**src/rtl/sb_hazard_ctl.sv**
```systemverilog
module sb_hazard_ctl #(
  parameter int NREG = 32,
  localparam int RW = $clog2(NREG)
) (
  input  logic          clk,
  input  logic          rst_n,
  input  logic          in_valid,
  input  logic [1:0]    in_unit,
  input  logic [RW-1:0] in_dst,
  input  logic [RW-1:0] in_src1,
  input  logic [RW-1:0] in_src2,
  input  logic [3:0]    exec_done,
  output logic          issue_ok,
  output logic [3:0]    rd_grant,
  output logic [3:0]    wb_grant
);
  localparam int NU = 4;

  logic [NU-1:0]   busy, rd_done, ex_done;
  logic [NU-1:0]   qj_v, qk_v, rj, rk;
  logic [RW-1:0]   fi [NU];
  logic [RW-1:0]   fj [NU];
  logic [RW-1:0]   fk [NU];
  logic [1:0]      qj [NU];
  logic [1:0]      qk [NU];
  logic [NREG-1:0] rs_v;
  logic [1:0]      rs_u [NREG];
  logic [NU-1:0]   war;
  logic            s1_wait, s2_wait;

  assign issue_ok = in_valid && !busy[in_unit] && !rs_v[in_dst];
  assign s1_wait  = rs_v[in_src1] && !wb_grant[rs_u[in_src1]];
  assign s2_wait  = rs_v[in_src2] && !wb_grant[rs_u[in_src2]];

  always_comb begin
    for (int u = 0; u < NU; u++) begin
      war[u] = 1'b0;
      for (int v = 0; v < NU; v++)
        if (v != u && ((rj[v] && fj[v] == fi[u]) || (rk[v] && fk[v] == fi[u])))
          war[u] = 1'b1;
      rd_grant[u] = busy[u] && !rd_done[u] && rj[u] && rk[u];
      wb_grant[u] = ex_done[u] && !war[u];
    end
  end

  always_ff @(posedge clk) begin
    if (!rst_n) begin
      busy <= '0; rd_done <= '0; ex_done <= '0;
      qj_v <= '0; qk_v <= '0; rj <= '0; rk <= '0;
      rs_v <= '0;
      for (int u = 0; u < NU; u++) begin
        fi[u] <= '0; fj[u] <= '0; fk[u] <= '0; qj[u] <= '0; qk[u] <= '0;
      end
      for (int r = 0; r < NREG; r++) rs_u[r] <= '0;
    end else begin
      for (int u = 0; u < NU; u++) begin
        if (wb_grant[u]) begin
          busy[u] <= 1'b0; ex_done[u] <= 1'b0; rd_done[u] <= 1'b0;
          rs_v[fi[u]] <= 1'b0;
        end else if (exec_done[u]) ex_done[u] <= 1'b1;
        if (rd_grant[u]) begin
          rd_done[u] <= 1'b1; rj[u] <= 1'b0; rk[u] <= 1'b0;
        end
        if (qj_v[u] && wb_grant[qj[u]]) begin qj_v[u] <= 1'b0; rj[u] <= 1'b1; end
        if (qk_v[u] && wb_grant[qk[u]]) begin qk_v[u] <= 1'b0; rk[u] <= 1'b1; end
      end
      if (issue_ok) begin
        busy[in_unit] <= 1'b1; rd_done[in_unit] <= 1'b0; ex_done[in_unit] <= 1'b0;
        fi[in_unit] <= in_dst; fj[in_unit] <= in_src1; fk[in_unit] <= in_src2;
        qj[in_unit] <= rs_u[in_src1]; qj_v[in_unit] <= s1_wait; rj[in_unit] <= !s1_wait;
        qk[in_unit] <= rs_u[in_src2]; qk_v[in_unit] <= s2_wait; rk[in_unit] <= !s2_wait;
        rs_v[in_dst] <= 1'b1; rs_u[in_dst] <= in_unit;
      end
    end
  end

  for (genvar g = 0; g < NU; g++) begin : g_chk
    p_issue_claims_r1: assert property (@(posedge clk) disable iff (!rst_n)
      (issue_ok && in_unit == g) |=> (busy[g] && !rd_done[g]));
    p_free_after_wb_r2: assert property (@(posedge clk) disable iff (!rst_n)
      wb_grant[g] |=> !busy[g]);
    p_rd_once_r4: assert property (@(posedge clk) disable iff (!rst_n)
      rd_grant[g] |=> !rd_grant[g]);
    p_rd_wb_apart_r6: assert property (@(posedge clk) disable iff (!rst_n)
      !(rd_grant[g] && wb_grant[g]));
    p_done_legal_r6: assert property (@(posedge clk) disable iff (!rst_n)
      exec_done[g] |-> (busy[g] && rd_done[g] && !ex_done[g]));
  end
endmodule

```
**config.mk**
```make
export PLATFORM = sky130hd
export DESIGN_NAME = sb_hazard_ctl
export DESIGN_NICKNAME = d
export VERILOG_FILES = /design/src/rtl/sb_hazard_ctl.sv
export SDC_FILE = /design/constraint.sdc
export NUM_CORES = 1
export LEC_CHECK = 0
export ABC_AREA = 0
export BUFFER_PORTS_ARGS = -buffer_cell sky130_fd_sc_hd__buf_2
export CAP_MARGIN = 0
export CORE_MARGIN = 4
export CORE_UTILIZATION = 50
export CTS_BUF_LIST = sky130_fd_sc_hd__clkbuf_8
export CTS_CLUSTER_DIAMETER = 80
export DETAILED_ROUTE_END_ITERATION = 10
export MAX_ROUTING_LAYER = met4
export PLACE_DENSITY = 0.66
export SYNTH_ARGS = -nofsm -noshare
export SYNTH_HDL_FRONTEND = slang
export SYNTH_SLANG_ARGS = --single-unit
```
**constraint.sdc**
```tcl
create_clock -name clk -period 6.4 [get_ports clk]
set_clock_uncertainty 0.05 [all_clocks]
set_input_delay 0.96 -clock clk [delete_from_list [all_inputs] [get_ports clk]]
set_output_delay 0.96 -clock clk [all_outputs]
set_load 0.01 [all_outputs]
```
---- Yosys cells after proc, flatten, opt, wreduce, memory -nomap -nowiden ----
Memory sizes are Yosys's and may differ from the RTL's.
Cells that the tools add are included.
storage, ports and cells
  bits in latches ......................... 0
  register bits after elaboration ......... 60
  bits in writable memories ............... 140
  ROM bits ................................ 0
  word-level logic and storage cells ...... 331
  memories kept ........................... 6
memory list
  name  words  bits a word  read ports  clocked after Yosys merged registers in  wr ports  line  text
  rs_u  32     2            2           0                                        32        27    logic [1:0] rs_u [NREG];
  fi    4      5            4           0                                        4         21    logic [RW-1:0] fi [NU];
  fj    4      5            4           0                                        4         22    logic [RW-1:0] fj [NU];
  fk    4      5            4           0                                        4         23    logic [RW-1:0] fk [NU];
  qj    4      2            4           0                                        4         24    logic [1:0] qj [NU];
  qk    4      2            4           0                                        4         25    logic [1:0] qk [NU];
operators by class
  multiply operators ...................... 0
  shift-type cells ........................ 0
  eq/ne operators ......................... 24
  order comparisons ....................... 24
  bitwise logic cells ..................... 13
  divide/modulo/power cells ............... 0
  add/subtract/negate cells ............... 0
  multiplexer cells ....................... 166
  reduce and logical (&&, ||, !) cells .... 90
operators by type and width
  kind                count
  $mux 32             9
  $and 32x32->32      4
  $not 32->32         4
  $eq 5x5->1          24
  $mux 1              114
  $logic_and 1x1->1   58
  $lt 5x6->1 const B  7
  $lt 2x3->1 const B  11
  $or 32x32->32       1
  $mux 4              7
  $demux 1 s5         5
  $ge 5x1->1 const B  5
  $bmux 1 s2          11
  $mux 5              4
  $bwmux 4            4
  $mux 2              8
  $bmux 1 s5          3
  $reduce_or 5->1     3
  $logic_not 1->1     14
  $logic_or 1x1->1    12
  $and 4x4->4         2
  $reduce_or 2->1     3
  $not 4->4           1
  $or 4x4->4          1
  2 further kinds     2

---- Logic depth before layout (Yosys ltp) ----
Gate-level depths: netlist (run 1).
  depth after elaboration ................. 21
  depth in mapped cells ................... 12
  gate-level depth less buffers ........... 8

---- Worst setup path after synthesis (run 1) ----
OpenSTA, ideal clock, no wires.
  path kind ............................... input -> register
  from .................................... input in_unit[0]
  to ...................................... memory fi[3][0] (netlist bit) (enable)
  setup time .............................. 0.377 ns
  slack ................................... 2.837 ns
  arrival ................................. 3.136 ns
  path buffers ............................ 1
  required time ........................... 5.973 ns
  stages on the path ...................... 7
  cell sequence ........................... clkbuf_1 mux4_2 a31oi_1 o211ai_1 a211oi_4 nand3_1 nand2_1
RTL lines
  element             line  text
  start: declaration  8     input logic [1:0] in_unit,
  end: declaration    21

==> impl_metrics.env, run 1 <==
export IMPL_layout_nets=1169
export IMPL_whs_ps=431
export IMPL_rr_startpoint="fi[0][3]$_SDFFCE_PN0P_"
export IMPL_grt_pass1_wl_um=59200
export IMPL_placed_area_um2=12300
export IMPL_clockBufferDepth=2
export IMPL_internal_power_uw=1910
export IMPL_synth_edff_count=140
export IMPL_htreeDepth=4
export IMPL_yosysSeqAreaShare_pct=44.7
export IMPL_path_clk_slew_ps=110
export IMPL_rsz0062_at_grt="no"
export IMPL_min_path_cells=2
export IMPL_p_sw_uw=834
export IMPL_fillers=2119
export IMPL_hp_start="rd_done[1]$_SDFF_PN0_"
export IMPL_worst_pin_slew_ps=1210
export IMPL_syn_inst=1175
export IMPL_grt_usage_pct=30.8
export IMPL_netSwitchingFraction_pct=30.4
export IMPL_grt_overflow=0
export IMPL_path_max_fanout=17
export IMPL_max_freq_mhz=247
export IMPL_core_area_um2=23600
export IMPL_fin_crit_sh_pct=63.3
export IMPL_ios=33
export IMPL_maxSlewViolCount=0
export IMPL_rr_worst_depth=8
export IMPL_clock_sinks=200
export IMPL_fin_crit_ps=4050
export IMPL_synthArstFlopShare_pct=0
export IMPL_status="complete, no violations"
export IMPL_cp_required_ps=5390
export IMPL_dieWidth_um=163
export IMPL_wirelength_um=39500
export IMPL_critPathArrivalTime_ps=3040
export IMPL_p_leak_uw=0.00449
export IMPL_pre_cts_ws_ps=2030
export IMPL_port_buffers=32
export IMPL_p_clk_share_pct=30.1
export IMPL_wl_per_cell_um=26.8
export IMPL_setup_slack_ps=2350
export IMPL_pwr_share_seq_pct=55.4
export IMPL_hold_viol_final=0
export IMPL_drive_gt1_share_pct=14.3
export IMPL_globalplace_congestion=1.04
export IMPL_synth_warnings=0
export IMPL_dp_hpwl_um=28700
export IMPL_avgSynthCellArea_um2=10.3
export IMPL_cts_tree="yes"
export IMPL_end_kind="output port"
export IMPL_cts_resized=0
export IMPL_syn2layout_area_growth_pct=4.91
export IMPL_fp_row_count=56
export IMPL_grt_max_degree=70
export IMPL_antenna_left=0
export IMPL_ys_ff_latch=200
export IMPL_post_cts_buffers=0
export IMPL_ys_flop_type="edfxtp_1"
export IMPL_drc_errors=0
export IMPL_drt_iter0_drc=1510
export IMPL_dieArea_um2=26700
export IMPL_drt_pass1_iter_count=6
export IMPL_finish_instance_area_um2=12700
export IMPL_die_h_um=163
export IMPL_postCtsHoldBufs=0
export IMPL_startpoint_type="flop"
export IMPL_yosysUniqueCellTypes=61
export IMPL_via_per_inst=6.68
export IMPL_start_util_pct=51.2
export IMPL_p_comb_share_pct=14.5
export IMPL_cellPowerDensity_nw_per_um2=217
export IMPL_num_vias=9873
export IMPL_hp_class="reg2reg"
export IMPL_cp_startpoint="fi[0][3]$_SDFFCE_PN0P_"
export IMPL_numCtsBuffers=17
export IMPL_cap_violations=0
export IMPL_slew_headroom_pct=18.9
export IMPL_tns_ps=0
export IMPL_insertion_delay_ps=490
export IMPL_antenna_cells=0
export IMPL_syn_nets=1199
export IMPL_grt_pass1_vias=9432
export IMPL_antenna_found_initial=0
export IMPL_finalSetupViolCount=0
export IMPL_cts_root_buf="clkbuf_8"
export IMPL_critPathKind="reg2out"
export IMPL_ir_drop_v=0.000105
export IMPL_syn_cell_area_um2=12100
[worst paths after layout]
| path | to | slack [ps] |
|---|---|---|
| max reg2reg | rs_v[1]$_SDFF_PN0_ | 2860 |
| min reg2reg | rd_done[1]$_SDFF_PN0_ | 430 |
| max | wb_grant[0] | 2350 |
| min | rd_done[1]$_SDFF_PN0_ | 430 |
[power by group through the flow]
stage	combinational, µW	clock [µW]	sequential, µW
global placement	384	0	1540
floorplan	312	0	1490
global route	426	876	1520
finish	398	827	1520
detailed placement	390	0	1550
CTS	391	826	1520
[cells in the mapped netlist (4+ instances only)]
cell type | n | area, µm²
inv_1 | 29 | 109
dfxtp_1 | 60 | 1200
o22ai_1 | 59 | 369
o31ai_1 | 30 | 225
o32ai_1 | 12 | 105
nor2b_1 | 6 | 37.5
mux2_2 | 8 | 90.1
a22oi_1 | 10 | 75.1
nor2_1 | 167 | 627
buf_2 | 51 | 255
nand3_1 | 42 | 210
or3b_2 | 9 | 78.8
buf_4 | 6 | 45.0
a31oi_1 | 5 | 31.3
xor2_1 | 84 | 736
o211ai_1 | 5 | 37.5
mux4_2 | 58 | 1310
nand3b_1 | 21 | 158
nand4_1 | 11 | 68.8
xnor2_1 | 36 | 315
buf_1 | 5 | 18.8
nand2b_1 | 6 | 37.5
nor4_1 | 20 | 125
clkbuf_1 | 26 | 97.6
nand2_1 | 144 | 541
a311oi_1 | 4 | 35.0
nor3_1 | 13 | 65.1
and4_1 | 5 | 43.8
a21oi_1 | 11 | 55.1
and3_1 | 8 | 50.1
nor3_2 | 4 | 40.0
o21ai_0 | 8 | 40.0
edfxtp_1 | 140 | 4200
and2_1 | 7 | 43.8
mux2i_1 | 25 | 250
[cells by family after synthesis]
logic type,synth area share [%]
and+or+nand+nor,18.6
DFF,44.7
AOI/OAI and AO/OA,9.34
buffers and inverters,4.64
xor gates and xnor gates,8.70
muxes,13.9
[final cells by class]
type	count	area, µm²	area share [%]
Tap cell	319	399	3.15
Multi-Input combinational cell	851	6110	48.2
Clock buffer	17	234	1.85
Inverter	34	128	1.01
Timing Repair Buffer	41	228	1.80
Clock inverter	15	165	1.30
Sequential cell	200	5410	42.7
[layout by cell type (no fill, tap or decap), drive strengths merged, types with 3 or more instances in the layout]
cell / Yosys / layout
nand4: 11 / 11
xor2: 84 / 84
dfxtp: 60 / 60
nand2b: 6 / 6
a22oi: 11 / 11
o32ai: 12 / 12
xnor2: 36 / 36
buf: 63 / 41
a2bb2oi: 3 / 3
nand2: 148 / 148
o31ai: 30 / 30
edfxtp: 140 / 140
nand3b: 21 / 21
nor3: 17 / 17
inv: 31 / 38
nor2b: 6 / 6
a21oi: 11 / 11
o22ai: 59 / 59
o21ai: 9 / 9
o2bb2ai: 3 / 3
nor3b: 3 / 3
nand3: 43 / 43
a311oi: 4 / 4
nor4: 20 / 20
clkinv: 3 / 9
nor2: 169 / 169
and3: 8 / 8
o211ai: 5 / 5
a31oi: 5 / 5
and2: 7 / 7
mux2: 9 / 9
or3b: 9 / 9
mux2i: 26 / 26
and4: 5 / 5
clkbuf: 27 / 17
mux4: 58 / 58
[flip-flops by register name, summed over array words and instances (netlist names), 8 cells and up]
name  cells
qk        8
fk       20
qj        8
rs_u     64
rs_v     32
fi       20
fj       20
[per-stage QoR]
| stage | power (µW) | util (%) | std cells |
|---|---|---|---|
| finish | 2750 | 53.7 | 1477 |
| CTS | 2730 | 53.7 | 1477 |
| floorplan | 1800 | - | 1175 |
| global route | 2820 | 53.7 | 1477 |
| detailed placement | 1940 | 52.0 | 1445 |
| global placement | 1930 | 52.0 | 1445 |
[layer usage]
metal	vias to the layer above	routed length [µm]	part of all wire, %	GRT usage (%)
met1	4747	15400	39	42.1
met4	0	1740	4.4	12.2
met3	144	4700	12	6.69
met2	741	17700	45	45.2
met5	-	0	0	-
li1	4241	-	-	-
[worst max-delay path, stage by stage, from the launching register on]
cell and delay [ps]:
edfxtp_1 880, xor2_1 200, nor4_1 80, and3_1 180, a311oi_1 280, and2_1 660
buf_2 260
Note: power is estimated with default switching activity, not from simulation.
==> run 2: changes to the inputs <==
==> constraint.sdc (replaced) <==
create_clock -name clk -period 4.1 [get_ports clk]
set_clock_uncertainty 0.05 [all_clocks]
set_input_delay 0.615 -clock clk [delete_from_list [all_inputs] [get_ports clk]]
set_output_delay 0.615 -clock clk [all_outputs]
set_load 0.01 [all_outputs]
==> impl_metrics.env, run 2 (same netlist as run 1, synthesis figures left out) <==
export IMPL_status="complete, no violations"
export IMPL_cts_tree="yes"
export IMPL_grt_overflow=0
export IMPL_path_clk_slew_ps=110
export IMPL_p_leak_uw=0.00463
export IMPL_critPathKind="reg2out"
export IMPL_cellPowerDensity_nw_per_um2=334
export IMPL_grt_max_degree=81
export IMPL_dieWidth_um=163
export IMPL_crit_chain="xor2_1 > nor4_1 > and3_1 > a311oi_1 > and2_1 > buf_2"
export IMPL_p_clk_share_pct=29.3
export IMPL_end_kind="output port"
export IMPL_largest_reg_flops=64
export IMPL_largest_register="rs_u"
export IMPL_critPathArrivalTime_ps=3220
export IMPL_hp_class="in2reg"
export IMPL_cpPeakStageDelay_ps=1020
export IMPL_dp_hpwl_um=30300
export IMPL_drc_errors=0
export IMPL_layout_commonest_cell="nor2_1"
export IMPL_start_util_pct=51.2
export IMPL_placed_area_um2=12500
export IMPL_finish_instance_area_um2=12900
export IMPL_p_sw_uw=1310
export IMPL_wl_per_cell_um=28.0
export IMPL_dieArea_um2=26700
export IMPL_cap_violations=0
export IMPL_antenna_left=0
export IMPL_syn2layout_area_growth_pct=6.65
export IMPL_fp_row_count=56
export IMPL_reg_top3="rs_u: 64 flops, rs_v: 32 flops"
export IMPL_fin_crit_sh_pct=94.8
export IMPL_core_area_um2=23600
export IMPL_p_comb_share_pct=15.6
export IMPL_worst_pin_slew_ps=994
export IMPL_via_per_inst=6.71
export IMPL_drt_iter0_drc=1523
export IMPL_maxSlewViolCount=0
export IMPL_layout_common_cells="nor2_1 (167), nand2_1 (144), edfxtp_1 (140), xor2_1 (84), dfxtp_1 (60)"
export IMPL_antenna_cells=0
export IMPL_pwr_share_seq_pct=55.2
export IMPL_clockBufferDepth=2
export IMPL_ios=33
export IMPL_tns_ps=0
export IMPL_whs_ps=344
export IMPL_drt_pass1_iter_count=5
export IMPL_slew_headroom_pct=33.7
export IMPL_numCtsBuffers=17
export IMPL_cts_root_buf="clkbuf_8"
export IMPL_max_freq_mhz=257
export IMPL_rsz0062_at_grt="no"
export IMPL_hold_viol_final=0
export IMPL_drive_gt1_share_pct=16.2
export IMPL_wirelength_um=42000
export IMPL_die_h_um=163
export IMPL_path_max_fanout=17
export IMPL_crit_slowest_cell="edfxtp_1"
export IMPL_finalSetupViolCount=0
export IMPL_layout_nets=1195
export IMPL_globalplace_congestion=1.04
export IMPL_cts_resized=0
export IMPL_cp_required_ps=3430
export IMPL_post_cts_buffers=0
export IMPL_internal_power_uw=2990
export IMPL_grt_usage_pct=32.7
export IMPL_antenna_found_initial=0
export IMPL_insertion_delay_ps=490
export IMPL_num_vias=10078
export IMPL_clock_sinks=200
export IMPL_ir_drop_v=0.000176
export IMPL_startpoint_type="flop"
export IMPL_htreeDepth=4
export IMPL_netSwitchingFraction_pct=30.5
export IMPL_port_buffers=32
export IMPL_fin_crit_ps=3890
export IMPL_postCtsHoldBufs=0
export IMPL_grt_pass1_vias=9519
export IMPL_grt_pass1_wl_um=61900
-- run 2: metal layers --
metal,track usage (%),vias up,wire [µm]
met3,8.71,117,5100
li1,-,4295,-
met2,48.2,725,18800
met1,44.0,4941,16400
met4,11.8,0,1710
met5,-,-,0
-- run 2: final timing paths --
kind	slack [ps]	from	cells past startpoint	end
hold reg to reg	430	rd_done[1]$_SDFF_PN0_	2	rd_done[1]$_SDFF_PN0_
setup / recovery	210	fi[3][4]$_DFFE_PP_	6	wb_grant[3]
hold / removal	340	exec_done[2]	3	ex_done[2]$_SDFF_PN0_
setup reg to reg	220	fi[3][4]$_DFFE_PP_	9	rs_v[27]$_SDFF_PN0_
-- run 2: critical path: cells and delay by family (launching register included) --
| family | cells | cell delay, ps |
|---|---|---|
| buffers and inverters | 1 | 260 |
| AOI/OAI and AO/OA | 1 | 300 |
| xor gates and xnor gates | 1 | 200 |
| and+or+nand+nor | 3 | 950 |
| DFF | 1 | 1020 |
-- run 2: metrics by stage --
stage	std cells	utilization [%]	total power [µW]	setup slack [ps]
2_1_floorplan	1175	-	2820	882
3_3_place_gp	1471	53.0	3050	242
3_5_place_dp	1471	53.0	3060	101
4_1_cts	1503	54.6	4280	263
6_report	1503	54.6	4300	211
5_1_grt	1503	54.6	4440	129
-- run 2: layout make-up --
class | instances | area, µm²
timing repair buffer | 67 | 460
multi-input combinational | 851 | 6110
clock inverter | 15 | 143
clock buffer | 17 | 234
fill | 2127 | 10700
tap | 319 | 399
sequential | 200 | 5410
inverter | 34 | 128
-- run 2: power by group through the flow --
stage                     clock [µW]  sequential (µW)  combinational [µW]
after floorplan                    0             2330                 486
after global placement             0             2410                 640
after detailed placement           0             2410                 650
after CTS                       1260             2370                 653
after global routing            1350             2380                 705
final                           1260             2370                 669
==> run 3: changes to the inputs <==
--- a/config.mk
+++ b/config.mk
@@ -13,7 +13,6 @@
 export CTS_BUF_LIST = sky130_fd_sc_hd__clkbuf_8
 export CTS_CLUSTER_DIAMETER = 80
 export DETAILED_ROUTE_END_ITERATION = 10
-export MAX_ROUTING_LAYER = met4
 export PLACE_DENSITY = 0.66
 export SYNTH_ARGS = -nofsm -noshare
 export SYNTH_HDL_FRONTEND = slang
==> impl_metrics.env, run 3 (same netlist as run 1, synthesis figures left out) <==
export IMPL_status="complete, no violations"
export IMPL_tns_ps=0
export IMPL_cap_violations=0
export IMPL_hold_viol_final=0
export IMPL_slew_headroom_pct=38.0
export IMPL_hp_class="in2reg"
export IMPL_wirelength_um=41300
export IMPL_grt_usage_pct=31.3
export IMPL_finalSetupViolCount=0
export IMPL_syn2layout_area_growth_pct=7.37
export IMPL_path_max_fanout=15
export IMPL_p_leak_uw=0.00466
export IMPL_worst_pin_slew_ps=929
export IMPL_grt_overflow=0
export IMPL_num_vias=9986
export IMPL_wl_met1_um=16300
export IMPL_internal_power_uw=3120
export IMPL_layout_commonest_cell="nor2_1"
export IMPL_critPathKind="reg2out"
export IMPL_drt_pass1_iter_count=8
export IMPL_p_comb_share_pct=14.9
export IMPL_cp_required_ps=3430
export IMPL_ir_drop_v=0.000263
export IMPL_layout_common_cells="nor2_1 (167), nand2_1 (144), edfxtp_1 (140), xor2_1 (84), dfxtp_1 (60)"
export IMPL_cpPeakStageDelay_ps=920
export IMPL_die_h_um=163
export IMPL_clock_sinks=200
export IMPL_core_area_um2=23600
export IMPL_crit_buf_inv=2
export IMPL_p_clk_share_pct=31.8
export IMPL_ios=33
export IMPL_dieArea_um2=26700
export IMPL_p_sw_uw=1330
export IMPL_largest_register="rs_u"
export IMPL_start_util_pct=51.2
export IMPL_cp_top_family="flip-flops"
export IMPL_finish_instance_area_um2=13000
export IMPL_maxSlewViolCount=0
export IMPL_dp_hpwl_um=29900
export IMPL_pwr_share_seq_pct=53.3
export IMPL_antenna_left=0
export IMPL_critPathArrivalTime_ps=3260
export IMPL_reg_top3="rs_u: 64 flops, rs_v: 32 flops"
export IMPL_layout_nets=1196
export IMPL_utilization_pct=54.9
export IMPL_grt_pass1_wl_um=61000
export IMPL_globalplace_congestion=1.04
export IMPL_dieWidth_um=163
export IMPL_whs_ps=340
export IMPL_met2_length_um=17800
export IMPL_fin_crit_ps=3930
export IMPL_cts_tree="yes"
export IMPL_routed_top_layer="met4"
export IMPL_max_freq_mhz=255
export IMPL_post_cts_buffers=0
export IMPL_crit_slowest_cell="edfxtp_1"
export IMPL_antenna_found_initial=0
export IMPL_grt_max_degree=67
export IMPL_insertion_delay_ps=490
export IMPL_netSwitchingFraction_pct=29.8
export IMPL_via_per_inst=6.64
export IMPL_antenna_cells=0
export IMPL_drive_gt1_share_pct=16.3
export IMPL_largest_reg_flops=64
export IMPL_htreeDepth=4
export IMPL_grt_pass1_vias=9652
export IMPL_clockBufferDepth=2
export IMPL_numCtsBuffers=17
export IMPL_end_kind="output port"
export IMPL_fp_row_count=56
export IMPL_rsz0062_at_grt="no"
export IMPL_startpoint_type="flop"
export IMPL_cellPowerDensity_nw_per_um2=343
export IMPL_drc_errors=0
export IMPL_postCtsHoldBufs=0
export IMPL_crit_chain="xnor2_1 > and3_1 > a311oi_1 > and2_1 > buf_4 > buf_2"
export IMPL_cts_resized=0
export IMPL_fin_crit_sh_pct=95.8
export IMPL_placed_area_um2=12500
export IMPL_cts_root_buf="clkbuf_8"
export IMPL_wl_met3_um=5220
export IMPL_wl_per_cell_um=27.5
export IMPL_path_clk_slew_ps=130
export IMPL_drt_iter0_drc=1620
export IMPL_port_buffers=32
-- run 3: path summary, 6_finish.rpt --
check,startpoint,end,slack (ps),depth (start not counted)
worst max register to register,fi[3][0]$_DFFE_PP_,rs_v[7]$_SDFF_PN0_,290,8
worst min-delay path,exec_done[2],ex_done[2]$_SDFF_PN0_,340,3
worst min register to register,qk_v[2]$_SDFF_PN0_,qk_v[2]$_SDFF_PN0_,430,2
worst max-delay path,fi[1][1]$_SDFFCE_PN0P_,wb_grant[1],170,6
-- run 3: layout make-up --
cell class	instances	area (µm²)
fillers	2088	10600
inverters	34	128
flip-flops and latches	200	5410
repair buffers	68	480
clock inverters	15	210
multi-input cells	851	6110
well taps	319	399
clock buffers	17	234
-- run 3: tightest hold or removal path, stage by stage --
cell and delay, ps:
buf_2 100, nor2_1 80, nor3_1 50
-- run 3: stage by stage --
step                      power [µW]  instances  setup WS, ps
after floorplan                 2820       1175           882
after global placement          3050       1472           251
after detailed placement        3060       1472           194
after CTS                       4430       1504           281
after global routing            4580       1504           116
final                           4450       1504           174
-- run 3: layer usage --
| metal | GRT usage (%) | up-vias |
|---|---|---|
| li1 | - | 4306 |
| met1 | 45.1 | 4800 |
| met2 | 46.4 | 746 |
| met3 | 7.49 | 134 |
| met4 | 11.7 | 0 |
| met5 | 0 | - |
-- run 3: power groups by stage --
stage                     Sequential [µW]  Clock (µW)  Combinational [µW]
after floorplan                      2330           0                 486
after global placement               2410           0                 641
after detailed placement             2410           0                 647
after CTS                            2360        1420                 650
after global routing                 2380        1500                 702
final                                2370        1410                 662
